<file path="src/rtl/hab0_pkg.sv">
package hab0_pkg;

    localparam int CHAIN_BIT = 1;
    localparam int MAP_LSB   = 2;

    typedef enum logic [1:0] {
        MAP_128K   = 2'b00,
        MAP_64K_A  = 2'b01,
        MAP_32K_B0 = 2'b10,
        MAP_32K_B8 = 2'b11
    } map_sel_e;

    typedef enum logic [1:0] {
        SRC_HA0  = 2'd0,
        SRC_PAGE = 2'd1,
        SRC_HA16 = 2'd2,
        SRC_HA14 = 2'd3
    } a0_src_e;

    typedef struct packed {
        logic     chain;
        map_sel_e map;
    } gfx_cfg_t;

    function automatic gfx_cfg_t unpack_cfg(input logic [7:0] r);
        gfx_cfg_t c;
        c.chain = r[CHAIN_BIT];
        c.map   = map_sel_e'(r[MAP_LSB +: 2]);
        return c;
    endfunction

    // Window size as log2 of bytes
    function automatic int map_log2(input map_sel_e m);
        case (m)
            MAP_128K:  return 17;
            MAP_64K_A: return 16;
            default:   return 15;
        endcase
    endfunction

    function automatic logic [19:0] map_base(input map_sel_e m);
        case (m)
            MAP_128K:   return 20'hA0000;
            MAP_64K_A:  return 20'hA0000;
            MAP_32K_B0: return 20'hB0000;
            default:    return 20'hB8000;
        endcase
    endfunction

    // Selector index = {chain, map128, expansion_present}
    function automatic a0_src_e route_of(input int idx);
        case (idx)
            4: return SRC_HA14;  // chained, no 128K, minimum memory
            5: return SRC_PAGE;  // chained, no 128K, expanded
            6: return SRC_HA0;   // chained, 128K, minimum memory
            7: return SRC_HA16;  // chained, 128K, expanded
            default: return SRC_HA0; // byte mode
        endcase
    endfunction

endpackage

</file>
<file path="src/rtl/hab0_window_dec.sv">
module hab0_window_dec
    import hab0_pkg::*;
#(
    parameter int HOST_AW = 20
) (
    input  logic [HOST_AW-1:0] addr,
    input  map_sel_e           map,
    output logic               hit,
    output logic               is_128k,
    output logic [HOST_AW-1:0] offset
);
    localparam logic [HOST_AW-1:0] ONES = '1;

    int                 lg;
    logic [HOST_AW-1:0] base;
    logic [HOST_AW-1:0] mask;

    always_comb begin
        lg      = map_log2(map);
        base    = HOST_AW'(map_base(map));
        mask    = ONES >> (HOST_AW - lg);
        hit     = ((addr & ~mask) == (base & ~mask));
        offset  = addr & mask;
        is_128k = (map == MAP_128K);
    end
endmodule

</file>
<file path="src/rtl/hab0_bit0_sel.sv">
module hab0_bit0_sel
    import hab0_pkg::*;
#(
    parameter int HOST_AW = 20
) (
    input  logic [HOST_AW-1:0] addr,
    input  logic               page_sel,
    input  logic               chain,
    input  logic               is_128k,
    input  logic               exp_present,
    output logic               a0_out
);
    localparam int NSEL = 8;
    localparam int A14  = 14;
    localparam int A16  = 16;

    logic [3:0]      cand;
    logic [NSEL-1:0] choice;
    logic [2:0]      idx;

    assign cand[SRC_HA0]  = addr[0];
    assign cand[SRC_PAGE] = ~page_sel;
    assign cand[SRC_HA16] = addr[A16];
    assign cand[SRC_HA14] = addr[A14];

    for (genvar i = 0; i < NSEL; i++) begin : g_route
        localparam a0_src_e SRC = route_of(i);
        assign choice[i] = cand[SRC];
    end

    assign idx    = {chain, is_128k, exp_present};
    assign a0_out = choice[idx];
endmodule

</file>
<file path="src/rtl/host_a0_steer.sv">
module host_a0_steer
    import hab0_pkg::*;
#(
    parameter int HOST_AW = 20,
    parameter int VRAM_AW = 16
) (
    input  logic               clk,
    input  logic               rst,
    input  logic               host_req,
    input  logic [HOST_AW-1:0] host_addr,
    input  logic [7:0]         gfx_mode_reg,
    input  logic               page_sel,
    input  logic               mem_exp_n,
    output logic               vram_req,
    output logic [VRAM_AW-1:0] vram_addr
);
    gfx_cfg_t           cfg;
    logic               win_hit;
    logic               win_128k;
    logic [HOST_AW-1:0] win_off;
    logic               a0_next;
    logic               unused_bits;

    assign cfg = unpack_cfg(gfx_mode_reg);
    assign unused_bits = ^{gfx_mode_reg[7:4], gfx_mode_reg[0],
                           win_off[HOST_AW-1:VRAM_AW], win_off[0]};

    hab0_window_dec #(.HOST_AW(HOST_AW)) win_i (
        .addr    (host_addr),
        .map     (cfg.map),
        .hit     (win_hit),
        .is_128k (win_128k),
        .offset  (win_off)
    );

    hab0_bit0_sel #(.HOST_AW(HOST_AW)) sel_i (
        .addr        (host_addr),
        .page_sel    (page_sel),
        .chain       (cfg.chain),
        .is_128k     (win_128k),
        .exp_present (~mem_exp_n),
        .a0_out      (a0_next)
    );

    always_ff @(posedge clk) begin
        if (rst) begin
            vram_req  <= 1'b0;
            vram_addr <= '0;
        end else begin
            vram_req  <= host_req & win_hit;
            vram_addr <= {win_off[VRAM_AW-1:1], a0_next};
        end
    end

    assert_byte_mode_R1: assert property (@(posedge clk) disable iff (rst)
        (!gfx_mode_reg[1]) |=> (vram_addr[0] == $past(host_addr[0])));

    assert_page_src_R2: assert property (@(posedge clk) disable iff (rst)
        (gfx_mode_reg[1] && !mem_exp_n && gfx_mode_reg[3:2] != 2'b00)
        |=> (vram_addr[0] == !$past(page_sel)));

    assert_a16_src_R3: assert property (@(posedge clk) disable iff (rst)
        (gfx_mode_reg[1] && !mem_exp_n && gfx_mode_reg[3:2] == 2'b00)
        |=> (vram_addr[0] == $past(host_addr[16])));

    assert_a14_src_R4: assert property (@(posedge clk) disable iff (rst)
        (gfx_mode_reg[1] && mem_exp_n && gfx_mode_reg[3:2] != 2'b00)
        |=> (vram_addr[0] == $past(host_addr[14])));

    assert_a0_pass_R5: assert property (@(posedge clk) disable iff (rst)
        (gfx_mode_reg[1] && mem_exp_n && gfx_mode_reg[3:2] == 2'b00)
        |=> (vram_addr[0] == $past(host_addr[0])));

    assert_no_stray_req_R8: assert property (@(posedge clk) disable iff (rst)
        (!host_req || !win_hit) |=> !vram_req);
endmodule

</file>
<file path="config.mk">
export PLATFORM = sky130hd
export DESIGN_NAME = host_a0_steer
export DESIGN_NICKNAME = d
export VERILOG_FILES = /design/src/rtl/hab0_pkg.sv /design/src/rtl/hab0_window_dec.sv /design/src/rtl/hab0_bit0_sel.sv /design/src/rtl/host_a0_steer.sv
export SDC_FILE = /design/constraint.sdc
export NUM_CORES = 1
export LEC_CHECK = 0
export BUFFER_PORTS_ARGS = -buffer_cell sky130_fd_sc_hd__buf_2
export CAP_MARGIN = 15
export CORE_ASPECT_RATIO = 1.4
export CORE_UTILIZATION = 25
export CTS_BUF_LIST = sky130_fd_sc_hd__clkbuf_8 sky130_fd_sc_hd__clkbuf_16
export CTS_CLUSTER_DIAMETER = 200
export DETAILED_ROUTE_END_ITERATION = 8
export SYNTH_ARGS = -nofsm -noshare
export SYNTH_HDL_FRONTEND = slang
export SYNTH_HIERARCHICAL = 1
export SYNTH_SLANG_ARGS = --single-unit
</file>
<file path="constraint.sdc">
create_clock -name clk -period 1.21 [get_ports clk]
set_input_delay 0.0605 -clock clk [delete_from_list [all_inputs] [get_ports clk]]
set_output_delay 0.0605 -clock clk [all_outputs]
set_load 0.005 [all_outputs]
</file>
# == Yosys cells after proc, flatten, opt, wreduce, memory -nomap -nowiden ==
# Cells that the tools add are included.
# op_classes
bitwise,7
magnitude_cmp,1
muxes,4
addsub,1
reduce_logical,2
n_shift,1
div,0
mul,0
n_eq_ne,3
# op_table
operator,n
20-bit bitwise AND,2
17-bit one-hot mux with 2 select lines,1
"20-bit by 32-bit >> shifter with 20-bit output, first input constant",1
20-bit == test,1
20-bit NOT,1
16-bit bitwise AND,1
5-bit one-hot mux with 2 select lines,1
"5-bit by 5-bit subtractor with 6-bit output, first input constant",1
"3-bit by 4-bit less-than comparator with 1-bit output, second input constant",1
1-bit binary-select mux with 3-bit select,1
"2-bit by 1-bit == test with 1-bit output, second input constant",1
"2-bit == test, second input constant",1
2-bit zero test,1
1-bit NOT,2
2-bit OR reduction,1
1-bit bitwise AND,1
1-bit two-way mux,1
# word_totals
mem_bits_rw,0
input_bits,33
register_bits,17
latchBits,0
mem_bits_ro,0
word_cells,21
memories,0

# == Longest topological paths before layout ==
# Gate-level depths: netlist of run 1.
# depth
word_depth,8
ltp_mapped,5
depth_no_buf,5

# == Hierarchy ==
# Netlist of run 1, hierarchy kept.
# by_module_without_submodules
module,cells_per_inst,area_each_um2,n_inst
host_a0_steer,36,480.5,1
hab0_window_dec,28,188.9,1
hab0_bit0_sel,6,45.0,1

# == Least setup slack after synthesis of run 1 ==
# No wires, ideal clock.
# synth_path
path_type,input port to flip-flop
start,in gfx_mode_reg[3]
end,reg vram_addr[0]
arrival_time_ns,0.998
t_required_ns,1.094
setup_time_ns,0.116
setup_slack_ns,0.097
path_stages,5
cell_sequence,nor2_1 > or2b_2 > a21oi_1 > and3b_1 > and2b_2
# synth_via
elab_chain_cells,3
# synth_rtl
item,line_no,rtl
start: declaration,host_a0_steer.sv:11,"input logic [7:0] gfx_mode_reg,"
2-bit zero test,hab0_window_dec.sv:24,is_128k = (map == MAP_128K);
1-bit binary-select mux with 3-bit select,hab0_bit0_sel.sv:32,assign a0_out = choice[idx];
1-bit two-way mux (not written as such),hab0_bit0_sel.sv:32,
via a0_next,host_a0_steer.sv:21,logic a0_next;
end signal: assignment,host_a0_steer.sv:51,"vram_addr <= {win_off[VRAM_AW-1:1], a0_next};"
end: declaration,host_a0_steer.sv:15,output logic [VRAM_AW-1:0] vram_addr
# The timed path passes the listed nets, and every way through them passes these cells. The select of a mux whose other input is x is not followed.
# A chain may end at the register's enable or synchronous reset.

# == Worst setup path after layout of run 1 ==
# layout_path
start,in gfx_mode_reg[3]
end,reg vram_addr[0]
# layout_via
elab_chain_cells,3
# layout_rtl
item,line_no,rtl
2-bit zero test,hab0_window_dec.sv:24,
via win_128k,host_a0_steer.sv:19,logic win_128k;
1-bit binary-select mux with 3-bit select,hab0_bit0_sel.sv:32,
1-bit two-way mux (not written as such),hab0_bit0_sel.sv:32,
via a0_next,host_a0_steer.sv:21,
# The timed path passes the listed nets, and every way through them passes these cells. The select of a mux whose other input is x is not followed.

==> results of run 1 <==
final timing paths:
kind,startpoint,to,cells past startpoint
worst max-delay path,gfx_mode_reg[3],vram_addr[0],6
worst min-delay path,host_addr[5],vram_addr[5],2
where the power goes:
part | total [mW] | switching (mW) | internal, mW
sequential | 0.595 | 0.00571 | 0.589
clock | 0.389 | 0.165 | 0.224
combinational | 0.129 | 0.0486 | 0.0803
state kept, by name (all words and copies together) (netlist names):
signal	flops
vram_req	1
vram_addr	16
worst max-delay path: stages:
cell     delay, ps
buf_2          110
nor2_1         190
or2b_2         330
a21oi_1        130
and3b_1        170
and2b_2        180
area by class of cell:
type	count	area, sq um	share of cell area
well taps	34	42.5	0.0483
repair buffers	45	228	0.259
flip-flops and latches	17	340	0.386
clock inverters	1	3.75	0.00426
clock buffers	3	41.3	0.0469
inverters	1	3.75	0.00426
multi-input cells	31	221	0.251
per-stage QoR:
| stage | cell area (sq um) | power (mW) | hold WS, ps |
|---|---|---|---|
| 2_1_floorplan | 674 | 0.688 | 245 |
| 3_3_place_gp | 836 | 0.735 | 270 |
| 3_5_place_dp | 836 | 0.739 | 273 |
| 4_1_cts | 881 | 1.13 | 22.4 |
| 5_1_grt | 881 | 1.19 | 13.6 |
| 6_report | 881 | 1.11 | 24.7 |
routing by layer:
metal,routed length (um),part of all wire
met1,444,0.40
met2,515,0.47
met3,123,0.11
met4,20,0.018
met5,0,0
==> results.yml, run 1 <==
grt:
  grt_max_degree: 18
  grt.met2_usage: 0.123
  antenna_found_initial: 0
  top_usage_layer: "met2"
  grt_pass1_vias: 427
  grtUsageMet1: 0.0876
  track_usage: 0.0798
  grt_pass1_wl_um: 1690
  grt_use_met3: 0.0315
  grt-ovfl-total: 0
clock_tree:
  cts_buffers: 3
  cts_num_sinks: 17
  cts_max_level: 1
  cts_buffer_depth: 2
  ctsResizeCount: 0
  path_clk_slew_ps: 60
  cts_tree: "done"
  post_cts_hold_buffer_count: 0
  post_cts_buffers: 0
  root_buffer: "clkbuf_8"
hold_path:
  hold_path_class: "primary input to flip-flop"
worst_setup_path:
  cp-start-kind: "primary input"
  cp-end-kind: "flip-flop"
  worst-setup-path-type: "primary input to flip-flop"
  worstPathRequired_ps: 1350
  critical_path_peak_fanout: 4
  cp.arrival_ps: 1170
detailed_routing:
  drc_errors: 0
  drt_wl_total_um: 1100
  vias_per_cell: 3.87
  postRouteAntennaNets: 0
  dr.pass1.iters: 2
  vias: 511
  first_iter_violations: 1
  wl_per_cell_um: 8.36
place:
  dpl.cell_count: 128
  place.gp.congestion: 0.683
  place_ws_ps: -79.9
  dp_hpwl_um: 891
  port_buffers: 44
floorplanning:
  ios: 50
  dieArea_sq_um: 2910
  core_sq_um: 2470
  start_util: 0.273
  rows: 21
  die_h_um: 63.5
  die_w_um: 45.9
synthesis:
  ys_warn_count: 6
  syn_avg_cell_area_sq_um: 10.5
  synthCells: 64
  synth_fp_nets: 97
  netlist_area_sq_um: 674
finish:
  stdcell_count: 132
  final_cell_mix: "buf_2 (44), dfxtp_1 (17), nor2b_1 (10)"
  diodes: 0
  areaGrowthSynthToFinish_pct: 30.6
  fin_util: 0.357
  drive_gt1_frac: 0.592
  fillers: 284
  layout.nets: 132
  final_common_cell: "buf_2"
power_and_ir_drop:
  irDropWorstVdd_v: 0.000319
  power_density_nw_per_um2: 1260
  cellLeakagePower_nw: 0.463
sta:
  hold_viol_final: 0
  grt_setup_unrepaired: "false"
  fin_setup_tns_ps: 0
  period_share: 0.850
  period_needed_ps: 1030
  setup_viol: 0
  worstMarginPinSlew_ps: 256
  fmaxAchievable_mhz: 973
  slew_viol_final: 0
  worst_slack_ps: 182
  slew_headroom: 0.830
outcome:
  outcome: "finished clean"
job:
  maxCapViolations: 0
Note: power is estimated with default switching activity, not from simulation.
==> run 2: changes to the inputs <==
--- a/config.mk
+++ b/config.mk
@@ -5,6 +5,7 @@
 export SDC_FILE = /design/constraint.sdc
 export NUM_CORES = 1
 export LEC_CHECK = 0
+export ABC_AREA = 1
 export BUFFER_PORTS_ARGS = -buffer_cell sky130_fd_sc_hd__buf_2
 export CAP_MARGIN = 15
 export CORE_ASPECT_RATIO = 1.4
==> constraint.sdc (replaced) <==
create_clock -name clk -period 0.9 [get_ports clk]
set_input_delay 0.045 -clock clk [delete_from_list [all_inputs] [get_ports clk]]
set_output_delay 0.045 -clock clk [all_outputs]
set_load 0.005 [all_outputs]
==> results.yml, run 2 <==
floorplanning:
  ios: 50
  start_util: 0.266
  core_sq_um: 2670
  rows: 22
  die_h_um: 65.0
  dieArea_sq_um: 3060
  die_w_um: 47.0
finish:
  layout.nets: 173
  top_regs: "vram_addr x16, vram_req x1"
  final_cell_mix: "buf_2 (44), inv_1 (25), nor2_1 (21)"
  areaGrowthSynthToFinish_pct: 40.6
  fillers: 283
  largest_reg_flops: 16
  diodes: 0
  top_register: "vram_addr"
  drive_gt1_frac: 0.345
  final_common_cell: "buf_2"
power_and_ir_drop:
  irDropWorstVdd_v: 0.000587
  finalPower_mw: 1.56
  cellLeakagePower_nw: 0.607
  power_density_nw_per_um2: 1560
worst_setup_path:
  worstPathRequired_ps: 850
  critical_path_peak_fanout: 1
  cp-start-kind: "flip-flop"
  crit_path_cell_trace: "buf_2"
  worst-setup-path-type: "flip-flop to primary output"
  cpPeakStageDelay_ps: 300
  crit_family: "flip-flops"
  cp.arrival_ps: 660
  slowest_stage: "dfxtp_1"
  cp_num_buf_inv: 1
  cp-end-kind: "primary output"
sta:
  fin_setup_tns_ps: 0
  slew_viol_final: 0
  hold_viol_final: 0
  worst_slack_ps: 195
  fmaxAchievable_mhz: 1420
  worstMarginPinSlew_ps: 315
  period_share: 0.783
  grt_setup_unrepaired: "false"
  period_needed_ps: 705
  setup_viol: 0
  hold_slack_ps: 8.94
  slew_headroom: 0.790
place:
  place_ws_ps: 82.4
  port_buffers: 44
  place.gp.congestion: 0.641
  dp_hpwl_um: 975
detailed_routing:
  first_iter_violations: 4
  vias: 647
  drc_errors: 0
  wl_per_cell_um: 7.54
  postRouteAntennaNets: 0
  dr.pass1.iters: 4
  vias_per_cell: 3.70
  drt_wl_total_um: 1320
grt:
  antenna_found_initial: 0
  grt-ovfl-total: 0
  track_usage: 0.100
  grt_pass1_vias: 625
  grt_pass1_wl_um: 2200
  grt_max_degree: 18
job:
  maxCapViolations: 0
clock_tree:
  path_clk_slew_ps: 70
  cts_max_level: 1
  root_buffer: "clkbuf_8"
  cts_buffer_depth: 2
  post_cts_hold_buffer_count: 9
  ctsResizeCount: 0
  cts_num_sinks: 17
  post_cts_buffers: 0
  cts_tree: "done"
  cts_buffers: 3
synthesis:
  netlist_area_sq_um: 709
  ys_warn_count: 6
  synthCells: 97
  syn_avg_cell_area_sq_um: 7.31
  synth_fp_nets: 130
outcome:
  outcome: "finished clean"
hold_path:
  hold_path_class: "primary input to flip-flop"
run 2: final timing paths:
kind,cells after the start,start,end,slack (ps)
worst min-delay path,3,host_addr[1],vram_addr[1],9
worst max-delay path,1,vram_addr[12],vram_addr[12],190
run 2: cell type report:
class                   count  area, sq um  area share
repair buffers             54          320       0.321
flip-flops and latches     17          340       0.341
multi-input cells          39          151       0.152
clock inverters             1         5.00     0.00502
inverters                  25         93.8      0.0941
clock buffers               3         41.3      0.0414
well taps                  36         45.0      0.0452
run 2: stage by stage:
step,instance area [sq um],util,instances
after floorplan,709,-,97
after global placement,851,0.319,161
after detailed placement,851,0.319,161
after CTS,987,0.370,174
after global routing,997,0.373,175
final,997,0.373,175
run 2: per-layer routing:
metal | global-route usage | part of all wire | wire (um) | vias to the layer above
met5 | 0 | 0 | 0 | -
met4 | 0.0429 | 0 | 0 | 0
met3 | 0.0418 | 0.10 | 132 | 0
met2 | 0.194 | 0.53 | 696 | 39
met1 | 0.0794 | 0.37 | 491 | 270
li1 | - | - | - | 338
run 2: power breakdown:
group	switching [mW]	internal, mW	leakage [nW]	total (mW)
logic	0.0936	0.122	0.440	0.215
clock network	0.240	0.306	0.0255	0.546
registers	0.00763	0.791	0.141	0.799
total	0.341	1.22	0.607	1.56
